--- config.mk ---
export PLATFORM = sky130hd
export DESIGN_NAME = intr_level_hub
export DESIGN_NICKNAME = d
export VERILOG_FILES = /design/src/rtl/ilh_pkg.sv /design/src/rtl/ilh_regs.sv /design/src/rtl/ilh_encoder.sv /design/src/rtl/intr_level_hub.sv
export SDC_FILE = /design/constraint.sdc
export NUM_CORES = 1
export LEC_CHECK = 0
export BUFFER_PORTS_ARGS = -buffer_cell sky130_fd_sc_hd__buf_2
export CAP_MARGIN = 20
export CORE_MARGIN = 4
export CORE_UTILIZATION = 48
export DETAILED_ROUTE_END_ITERATION = 8
export MAX_ROUTING_LAYER = met4
export PLACE_DENSITY = 0.82
export RECOVER_POWER = 100
export SETUP_SLACK_MARGIN = 0.02
export SLEW_MARGIN = 20
export SYNTH_ARGS = -nofsm -noshare
export SYNTH_HDL_FRONTEND = slang
export SYNTH_SLANG_ARGS = --single-unit
--- constraint.sdc ---
create_clock -name clk -period 2.3 [get_ports clk]
set_clock_uncertainty 0.05 [all_clocks]
set_input_delay 0.46 -clock clk [delete_from_list [all_inputs] [get_ports clk]]
set_output_delay 0.46 -clock clk [all_outputs]
set_load 0.005 [all_outputs]
--- src/rtl/ilh_pkg.sv ---
package ilh_pkg;

    localparam int DATA_W  = 16;
    localparam int ADDR_W  = 6;
    localparam int NUM_SRC = 13;
    localparam int LVL_W   = 4;
    localparam logic [LVL_W-1:0] LVL_IDLE = 4'hF;

    localparam logic [ADDR_W-1:0] OFS_ENABLE = 6'h00;
    localparam logic [ADDR_W-1:0] OFS_PWRDN  = 6'h30;
    localparam logic [ADDR_W-1:0] OFS_IDENT  = 6'h32;
    localparam logic [ADDR_W-1:0] OFS_LATCH  = 6'h36;
    localparam logic [DATA_W-1:0] IDENT_VAL  = 16'h0010;

    typedef enum logic [2:0] {
        SEL_ENABLE,
        SEL_PWRDN,
        SEL_IDENT,
        SEL_LATCH,
        SEL_NONE
    } reg_sel_e;

    typedef struct packed {
        logic              en;
        reg_sel_e          sel;
        logic [DATA_W-1:0] data;
    } bus_wr_t;

    // Enable-word bit owned by each priority level.
    function automatic logic [3:0] level_bit(input int lvl);
        case (lvl)
            0:       return 4'd11;
            1:       return 4'd9;
            2:       return 4'd8;
            3:       return 4'd12;
            4:       return 4'd10;
            5:       return 4'd6;
            6:       return 4'd5;
            7:       return 4'd4;
            8:       return 4'd7;
            9:       return 4'd14;
            10:      return 4'd13;
            11:      return 4'd0;
            default: return 4'd15;
        endcase
    endfunction

    function automatic reg_sel_e decode_ofs(input logic [ADDR_W-1:0] a);
        case (a)
            OFS_ENABLE: return SEL_ENABLE;
            OFS_PWRDN:  return SEL_PWRDN;
            OFS_IDENT:  return SEL_IDENT;
            OFS_LATCH:  return SEL_LATCH;
            default:    return SEL_NONE;
        endcase
    endfunction

    // Smallest participating level; LVL_IDLE when none.
    function automatic logic [LVL_W-1:0] pick_level(input logic [DATA_W-1:0] act);
        logic [LVL_W-1:0] r;
        r = LVL_IDLE;
        for (int k = NUM_SRC - 1; k >= 0; k--) begin
            if (act[level_bit(k)]) r = LVL_W'(k);
        end
        return r;
    endfunction

endpackage

--- src/rtl/ilh_regs.sv ---
module ilh_regs
    import ilh_pkg::*;
#(
    parameter int PORT_W = 16
) (
    input  logic              clk,
    input  logic              rst,
    input  logic              wr_en,
    input  logic [ADDR_W-1:0] addr,
    input  logic [DATA_W-1:0] wdata,
    output logic [DATA_W-1:0] rd_data,
    output logic [DATA_W-1:0] enable_nxt,
    output logic [PORT_W-1:0] port_o,
    output logic              off_o
);

    bus_wr_t           wr;
    reg_sel_e          rd_sel;
    logic [DATA_W-1:0] enable_q;
    logic [PORT_W-1:0] latch_q;
    logic              off_q;

    always_comb begin
        wr.en   = wr_en;
        wr.sel  = decode_ofs(addr);
        wr.data = wdata;
        rd_sel  = decode_ofs(addr);
    end

    // Next enable word, so a write reaches the encoder at its own edge.
    always_comb begin
        enable_nxt = enable_q;
        if (wr.en && wr.sel == SEL_ENABLE) enable_nxt = wr.data;
    end

    always_ff @(posedge clk) begin
        if (rst) begin
            enable_q <= '0;
            latch_q  <= '0;
            off_q    <= 1'b0;
        end else begin
            enable_q <= enable_nxt;
            if (wr.en && wr.sel == SEL_LATCH) latch_q <= wr.data[PORT_W-1:0];
            off_q <= wr.en && (wr.sel == SEL_PWRDN) && wr.data[0];
        end
    end

    always_comb begin
        case (rd_sel)
            SEL_ENABLE: rd_data = enable_q;
            SEL_IDENT:  rd_data = IDENT_VAL;
            SEL_LATCH:  rd_data = DATA_W'(latch_q);
            default:    rd_data = '0;
        endcase
    end

    assign port_o = latch_q;
    assign off_o  = off_q;

endmodule

--- src/rtl/ilh_encoder.sv ---
module ilh_encoder
    import ilh_pkg::*;
(
    input  logic               clk,
    input  logic               rst,
    input  logic [NUM_SRC-1:0] req_i,
    input  logic [DATA_W-1:0]  enable_nxt,
    output logic [LVL_W-1:0]   level_o
);

    logic [DATA_W-1:0] monitor;
    logic [DATA_W-1:0] active;
    logic [LVL_W-1:0]  level_q;

    // Scatter level-indexed requests onto their enable-word bit positions.
    always_comb begin
        monitor = '0;
        for (int k = 0; k < NUM_SRC; k++) begin
            monitor[level_bit(k)] = req_i[k];
        end
        active = monitor & enable_nxt;
    end

    always_ff @(posedge clk) begin
        if (rst) level_q <= '0;
        else     level_q <= pick_level(active) ^ LVL_IDLE;
    end

    assign level_o = level_q;

endmodule

--- src/rtl/intr_level_hub.sv ---
module intr_level_hub
    import ilh_pkg::*;
#(
    parameter int PORT_W = 16
) (
    input  logic              clk,
    input  logic              rst,
    input  logic [12:0]       req_i,
    input  logic              wr_en,
    input  logic [5:0]        addr,
    input  logic [15:0]       wdata,
    output logic [15:0]       rd_data,
    output logic [3:0]        level_o,
    output logic [PORT_W-1:0] port_o,
    output logic              off_o
);

    logic [DATA_W-1:0] enable_nxt;

    generate
        if (PORT_W < 1 || PORT_W > DATA_W) begin : g_bad_width
            initial $error("PORT_W must lie in 1..16");
        end
    endgenerate

    ilh_regs #(.PORT_W(PORT_W)) u_regs (
        .clk        (clk),
        .rst        (rst),
        .wr_en      (wr_en),
        .addr       (addr),
        .wdata      (wdata),
        .rd_data    (rd_data),
        .enable_nxt (enable_nxt),
        .port_o     (port_o),
        .off_o      (off_o)
    );

    ilh_encoder u_enc (
        .clk        (clk),
        .rst        (rst),
        .req_i      (req_i),
        .enable_nxt (enable_nxt),
        .level_o    (level_o)
    );

endmodule

==> impl_metrics.csv, run 1 <==
group,metric,value,unit
status,outcome,"finished, final reports clean",
grt,use_met2,39.5,%
drt,wl,6270,µm
yosys,synth_top_family_by_area,"simple AND/OR/NAND/NOR gates",
sta,tightest_slew,0.536,ns
clocking,clkSinkCount,37,
die,boundaryPins,75,
sta,period_minus_slack,2.28,ns
yosys,synth_area,0.00195,mm²
setup_path,cp.required,1.79,ns
finish,n_antenna_cell,0,
grt,grt_pass1_wl,10000,µm
clocking,clk_latency,0.30,ns
clocking,cts_tree,"built",
yosys,synth_compound_area_share,27.4,%
finish,fin_area,0.00252,mm²
die,dieArea,0.00514,mm²
place,hpwl,4600,µm
yosys,synth_edf_count,0,
drt,routedWlPerCell,16.6,µm
drt,drt-initial-drc-count,182,
drt,route.detailed.drc,0,
setup_path,crit_chain,"buf_6 > or4_4 > nor3_4 > buf_6 > a22o_1 > buf_2",
clocking,ctsHoldBuffers,0,
sta,drv_slew,0,
die,start_util,51.3,%
yosys,yosysTopAreaCell,"dfxtp_1",
clocking,clockRootBuffer,"clkbuf_8",
sta,hold_viol_final,0,
setup_path,cp_num_buf_inv,3,
power_and_ir_drop,p_leak,1.05,nW
yosys,synth-async-reset-ratio,0,%
drt,first_pass_iters,5,
finish,nets,367,
yosys,synthTopCellsByArea,"dfxtp_1 38%, nand2_1 13%, a21oi_1 10%",
drt,via_per_inst,5.98,
yosys,synth_fa_ha_area_share,0,%
drt,drtAntennaViolNets,0,
finish,drive_gt1_share,31.5,%
setup_path,worst-path-max-fanout,8,
clocking,numCtsBuffers,5,
yosys,synth_nets,289,
grt,use_met1,33.1,%
run,max-cap-violations,0,
setup_path,crit_type,"input pin to output port",
grt,grtUsageTotal,25.4,%
place,io_buffers,74,
place,finalWeightedCongestion,0.981,
setup_path,arrival,1.77,ns
yosys,ys_seq_area_share,38.0,%
yosys,netlist.area_leader.share,38.0,%
yosys,synthCells,251,
sta,rsz0062_at_grt,"yes",
finish,multi_input_area,0.00113,mm²
die,rows,22,
yosys,ys_ff_latch,37,
sta,hold_slack,0.359,ns
die,core,0.00380,mm²
yosys,yosys.area_share.simple,28.5,%
place,dpl-instance-area,0.00240,mm²
finish,area_delta_synth_final,29.7,%
die,die_y,71.7,µm
grt,top_usage_layer,"met2",
yosys,synth_ff_type,"dfxtp_1",
sta,setup_ws,0.0247,ns
setup_path,end_kind,"output port",
setup_path,critPathTopFamily,"simple AND/OR/NAND/NOR gates",
sta,timing.fmax,0.440,GHz
grt,grt_pass1_vias,2046,
grt,gr-total-overflow,0,
sta,slew_headroom,64.2,%
clocking,cts.clk_slew.worst_paths,0.07,ns
sta,fin_crit_sh,98.9,%
yosys,synthXorXnorAreaFrac,0,%
clocking,clock_path_buffers,2,
place,place_ws,-0.00174,ns
grt,grt_max_degree,41,
yosys,avgSynthCellArea,7.76,µm²
yosys,synth_cell_types,42,
finish,final_util,66.5,%
setup_path,cp_slowest_stage_delay,0.56,ns
setup_path,cpMostUsedCell,"buf_6",
clocking,htreeDepth,2,
die,die_w,71.7,µm
grt,use_met3,5.75,%
finish,fillerInstances,347,
sta,setup_violations,0,
drt,vias,2261,
setup_path,slowest_stage,"or4_4",
power_and_ir_drop,p_per_area,489,mW/mm²
worst_hold_path,hold_path.class,"input pin to flop",
grt,antenna_found_initial,0,
power_and_ir_drop,vdd_drop_max,0.398,mV
yosys,muxShareOfSynthArea,1.67,%
setup_path,start_kind,"input pin",
finish,ff_latch_area,741,µm²
yosys,synth_warnings,0,
per-stage QoR:
| stage | power [mW] | std cells | setup TNS, ns |
|---|---|---|---|
| after floorplan | 0.711 | 251 | 0 |
| after global placement | 0.785 | 368 | 0 |
| after detailed placement | 0.786 | 368 | -0.00174 |
| after CTS | 1.23 | 376 | 0 |
| after global routing | 1.28 | 378 | -0.118 |
| final | 1.24 | 378 | 0 |
area by class of cell:
type	count	area share (%)
clock inverters	2	0.595
multi-input cells	196	44.7
flip-flops and latches	37	29.3
well taps	48	2.38
repair buffers	87	19.8
inverters	2	0.297
clock buffers	6	2.87
cell usage after synthesis, types with 3 or more instances:
cell type,count
a21oi_1,40
a22o_1,17
a22oi_1,3
a31oi_1,4
a32o_1,3
buf_2,4
clkbuf_1,10
dfxtp_1,37
nand2_1,70
nand3_1,17
nand4_1,7
report_power, final:
part           switching (mW)  leakage [nW]  internal (mW)  total [mW]
logic                  0.0807         0.716         0.0522       0.133
clock network           0.244        0.0374          0.213       0.457
registers             0.00226         0.298          0.644       0.646
total                   0.327          1.05          0.909        1.24
metal layers:
metal	share of wire [%]	vias to the layer above
met1	42	1055
met5	0	-
met2	48	122
met3	8.3	12
li1	-	1072
met4	1.7	0
placed cells by master, fill, tap and decap left out, types with 2 or more instances in the layout:
master	n
a21oi_1	40
a222oi_1	2
a22o_1	17
a22oi_1	3
a31oi_1	4
a32o_1	3
and2_1	2
and3_1	2
buf_2	72
buf_4	10
buf_6	4
clkbuf_8	5
clkinvlp_4	2
dfxtp_1	37
inv_1	2
nand2_1	70
nand3_1	17
nand4_1	7
nor2_1	2
nor3b_1	2
nor4_2	2
worst min-delay path: cells and delay by family:
kind / cells / cell delay (ns)
compound gates: 1 / 0.05
buf+inv: 1 / 0.11
simple gates: 1 / 0.05
cells by family (layout without fill, tap and decap cells):
kind of cell           Yosys count  after routing
AOI/OAI and AO/OA               80             80
buffers and inverters           18             97
DFF                             37             37
and+or+nand+nor                113            113
muxes                            3              3
state kept, by name, summed over array words and instances (netlist names):
name / count
u_enc.level_o: 4
u_regs.enable_q: 16
u_regs.off_o: 1
u_regs.port_o: 16
path summary, 6_finish.rpt:
| kind | cells past startpoint | start | endpoint | slack, ns |
|---|---|---|---|---|
| max reg2reg | 5 | u_regs.enable_q[5]$_SDFF_PP0_ | u_enc.level_o[0]$_SDFF_PP0_ | 0.86 |
| min | 3 | wdata[2] | u_regs.enable_q[2]$_SDFFE_PP0N_ | 0.36 |
| min reg2reg | 2 | u_regs.enable_q[2]$_SDFFE_PP0N_ | u_regs.enable_q[2]$_SDFFE_PP0N_ | 0.42 |
| max | 6 | addr[3] | rd_data[10] | 0.02 |
repair_timing:
action,in CTS,in global routing
gates cloned,0,1
endpoints found under the setup margin,8,15
setup buffers,0,1
pin swaps,0,6
gates resized for setup,1,6
Power figures use the tool's default switching activity.
==> run 2, diff against run 1 <==
ABC_AREA = 1   (was unset)
CORE_UTILIZATION = 47   (was 48)
==> run 2 against run 1 <==
First-iteration DRC count down 44%. Power decreased by 3.6%. Largest power group unchanged. Highest routed layer unchanged. Critical path depth increased by 1. Register-to-register slack better by 0.02 ns.
==> impl_metrics.csv, run 2 <==
group,metric,value,unit
status,outcome,"finished, final reports clean",
grt,grt_max_degree,21,
grt,antenna_found_initial,0,
finish,layout_common_cells,"58 x buf_2, 56 x nand2_1, 37 x dfxtp_1",
power_and_ir_drop,p_leak,1.17,nW
sta,period_minus_slack,2.11,ns
sta,slew_headroom,47.8,%
yosys,synth_cell_types,29,
clocking,clockRootBuffer,"clkbuf_8",
die,rows,22,
drt,wl,4680,µm
sta,rsz0062_at_grt,"no",
drt,route.detailed.drc,0,
sta,setup_violations,0,
finish,drive_gt1_share,26.2,%
place,dpl-instance-area,0.00218,mm²
yosys,ys_ff_latch,37,
yosys,synthCells,249,
clocking,clock_path_buffers,2,
clocking,cts.clk_slew.worst_paths,0.07,ns
clocking,clk_latency,0.29,ns
sta,drv_slew,0,
drt,routed-wl-met2,2160,µm
drt,wl_met1,2030,µm
die,core,0.00366,mm²
yosys,avgSynthCellArea,7.11,µm²
drt,wl_met3,384,µm
finish,final_common_cell,"buf_2",
setup_path,crit_type,"input pin to output port",
setup_path,cp.required,1.79,ns
yosys,synth_area,0.00177,mm²
clocking,cts_setup_buffers,0,
finish,ff_latch_area,741,µm²
yosys,synthTopCellsByCount,"54 x nand2_1, 37 x dfxtp_1, 34 x nor2_1, 34 x o21ai_0, 28 x inv_1",
place,hpwl,3520,µm
setup_path,r2r_slack,0.88,ns
yosys,yosysTopAreaCell,"dfxtp_1",
clocking,ctsHoldBuffers,0,
clocking,cts_resized,0,
drt,first_pass_iters,4,
die,start_util,48.4,%
die,die_y,69.4,µm
sta,tightest_slew,0.783,ns
yosys,synth.most_common_cell,"nand2_1",
place,io_buffers,74,
yosys,synth_ff_type,"dfxtp_1",
yosys,synth_edf_count,0,
finish,n_antenna_cell,0,
sta,fin_crit_sh,91.6,%
finish,stdcell_count,373,
finish,nets,362,
die,boundaryPins,75,
grt,grt_pass1_wl,7910,µm
drt,dr.max_layer_used,"met4",
sta,setup_ws,0.192,ns
clocking,clkSinkCount,37,
clocking,cts_tree,"built",
finish,fin_area,0.00224,mm²
yosys,synth-async-reset-ratio,0,%
drt,via_per_inst,4.98,
yosys,netlist.area_leader.share,41.8,%
grt,grt_pass1_vias,1814,
grt,gr-total-overflow,0,
place,place_ws,0.188,ns
power_and_ir_drop,vdd_drop_max,0.374,mV
worst_hold_path,hold_path.class,"input pin to flop",
setup_path,arrival,1.60,ns
clocking,numCtsBuffers,5,
finish,area_delta_synth_final,26.6,%
place,place_inst,365,
finish,fillerInstances,372,
grt,grtUsageTotal,20.6,%
sta,timing.fmax,0.474,GHz
yosys,ys_seq_area_share,41.8,%
die,die_w,69.4,µm
yosys,synth_nets,287,
die,dieArea,0.00481,mm²
power_and_ir_drop,p_total,1.19,mW
setup_path,start_kind,"input pin",
drt,routedWlPerCell,12.6,µm
drt,drt-initial-drc-count,102,
yosys,synthTopCellsByArea,"dfxtp_1 42%, nand2_1 11%, o21ai_0 9.6%",
drt,drtAntennaViolNets,0,
drt,vias,1857,
sta,hold_viol_final,0,
setup_path,worst-path-max-fanout,10,
setup_path,end_kind,"output port",
power_and_ir_drop,p_per_area,532,mW/mm²
sta,fin_tns_setup,0,ns
finish,multi_input_area,866,µm²
yosys,synth_warnings,0,
run,max-cap-violations,0,
clocking,htreeDepth,2,
place,finalWeightedCongestion,0.853,
-- run 2: final cells by class --
cell class                 instances  share of cell area (%)
multi-input combinational        173                    38.6
sequential                        37                    33.1
timing repair buffer              78                    16.9
inverter                          29                    4.91
clock buffer                       5                    3.07
tap                               48                    2.68
clock inverter                     3                   0.782
-- run 2: final timing paths --
kind	from	cells past startpoint	endpoint
max	addr[3]	7	rd_data[5]
min	wdata[5]	3	u_regs.port_o[5]$_SDFFE_PP0P_
max reg2reg	u_regs.enable_q[15]$_SDFF_PP0_	16	u_enc.level_o[0]$_SDFF_PP0_
min reg2reg	u_regs.enable_q[3]$_SDFFE_PP0N_	2	u_regs.enable_q[3]$_SDFFE_PP0N_
-- run 2: through the flow --
stage          util, %  hold slack, ns
6_report          61.2           0.360
5_1_grt           61.2           0.359
4_1_cts           62.0           0.350
3_5_place_dp      59.6           0.446
3_3_place_gp      59.6           0.430
2_1_floorplan        -           0.405
-- run 2: worst max-delay path, stage by stage --
cell,delay [ns]
buf_2,0.11
nor2_4,0.16
nand2_1,0.15
nor2_4,0.15
clkbuf_2,0.24
a22o_1,0.20
buf_2,0.12
-- run 2: where the power goes --
| group | total (mW) | switching (mW) | leakage [nW] | internal, mW |
|---|---|---|---|---|
| Combinational | 0.0922 | 0.0544 | 0.832 | 0.0377 |
| Clock | 0.450 | 0.241 | 0.0439 | 0.209 |
| Sequential | 0.649 | 0.00271 | 0.298 | 0.646 |
-- run 2: kinds of logic after synthesis --
group | synth area share [%]
simple gates | 27.8
flops | 41.8
compound gates | 21.3
buf+inv | 8.98
-- run 2: layer usage --
layer | track usage (%) | vias up
met1 | 24.5 | 824
met2 | 31.0 | 66
met5 | - | -
li1 | - | 954
met3 | 7.54 | 13
met4 | 9.33 | 0
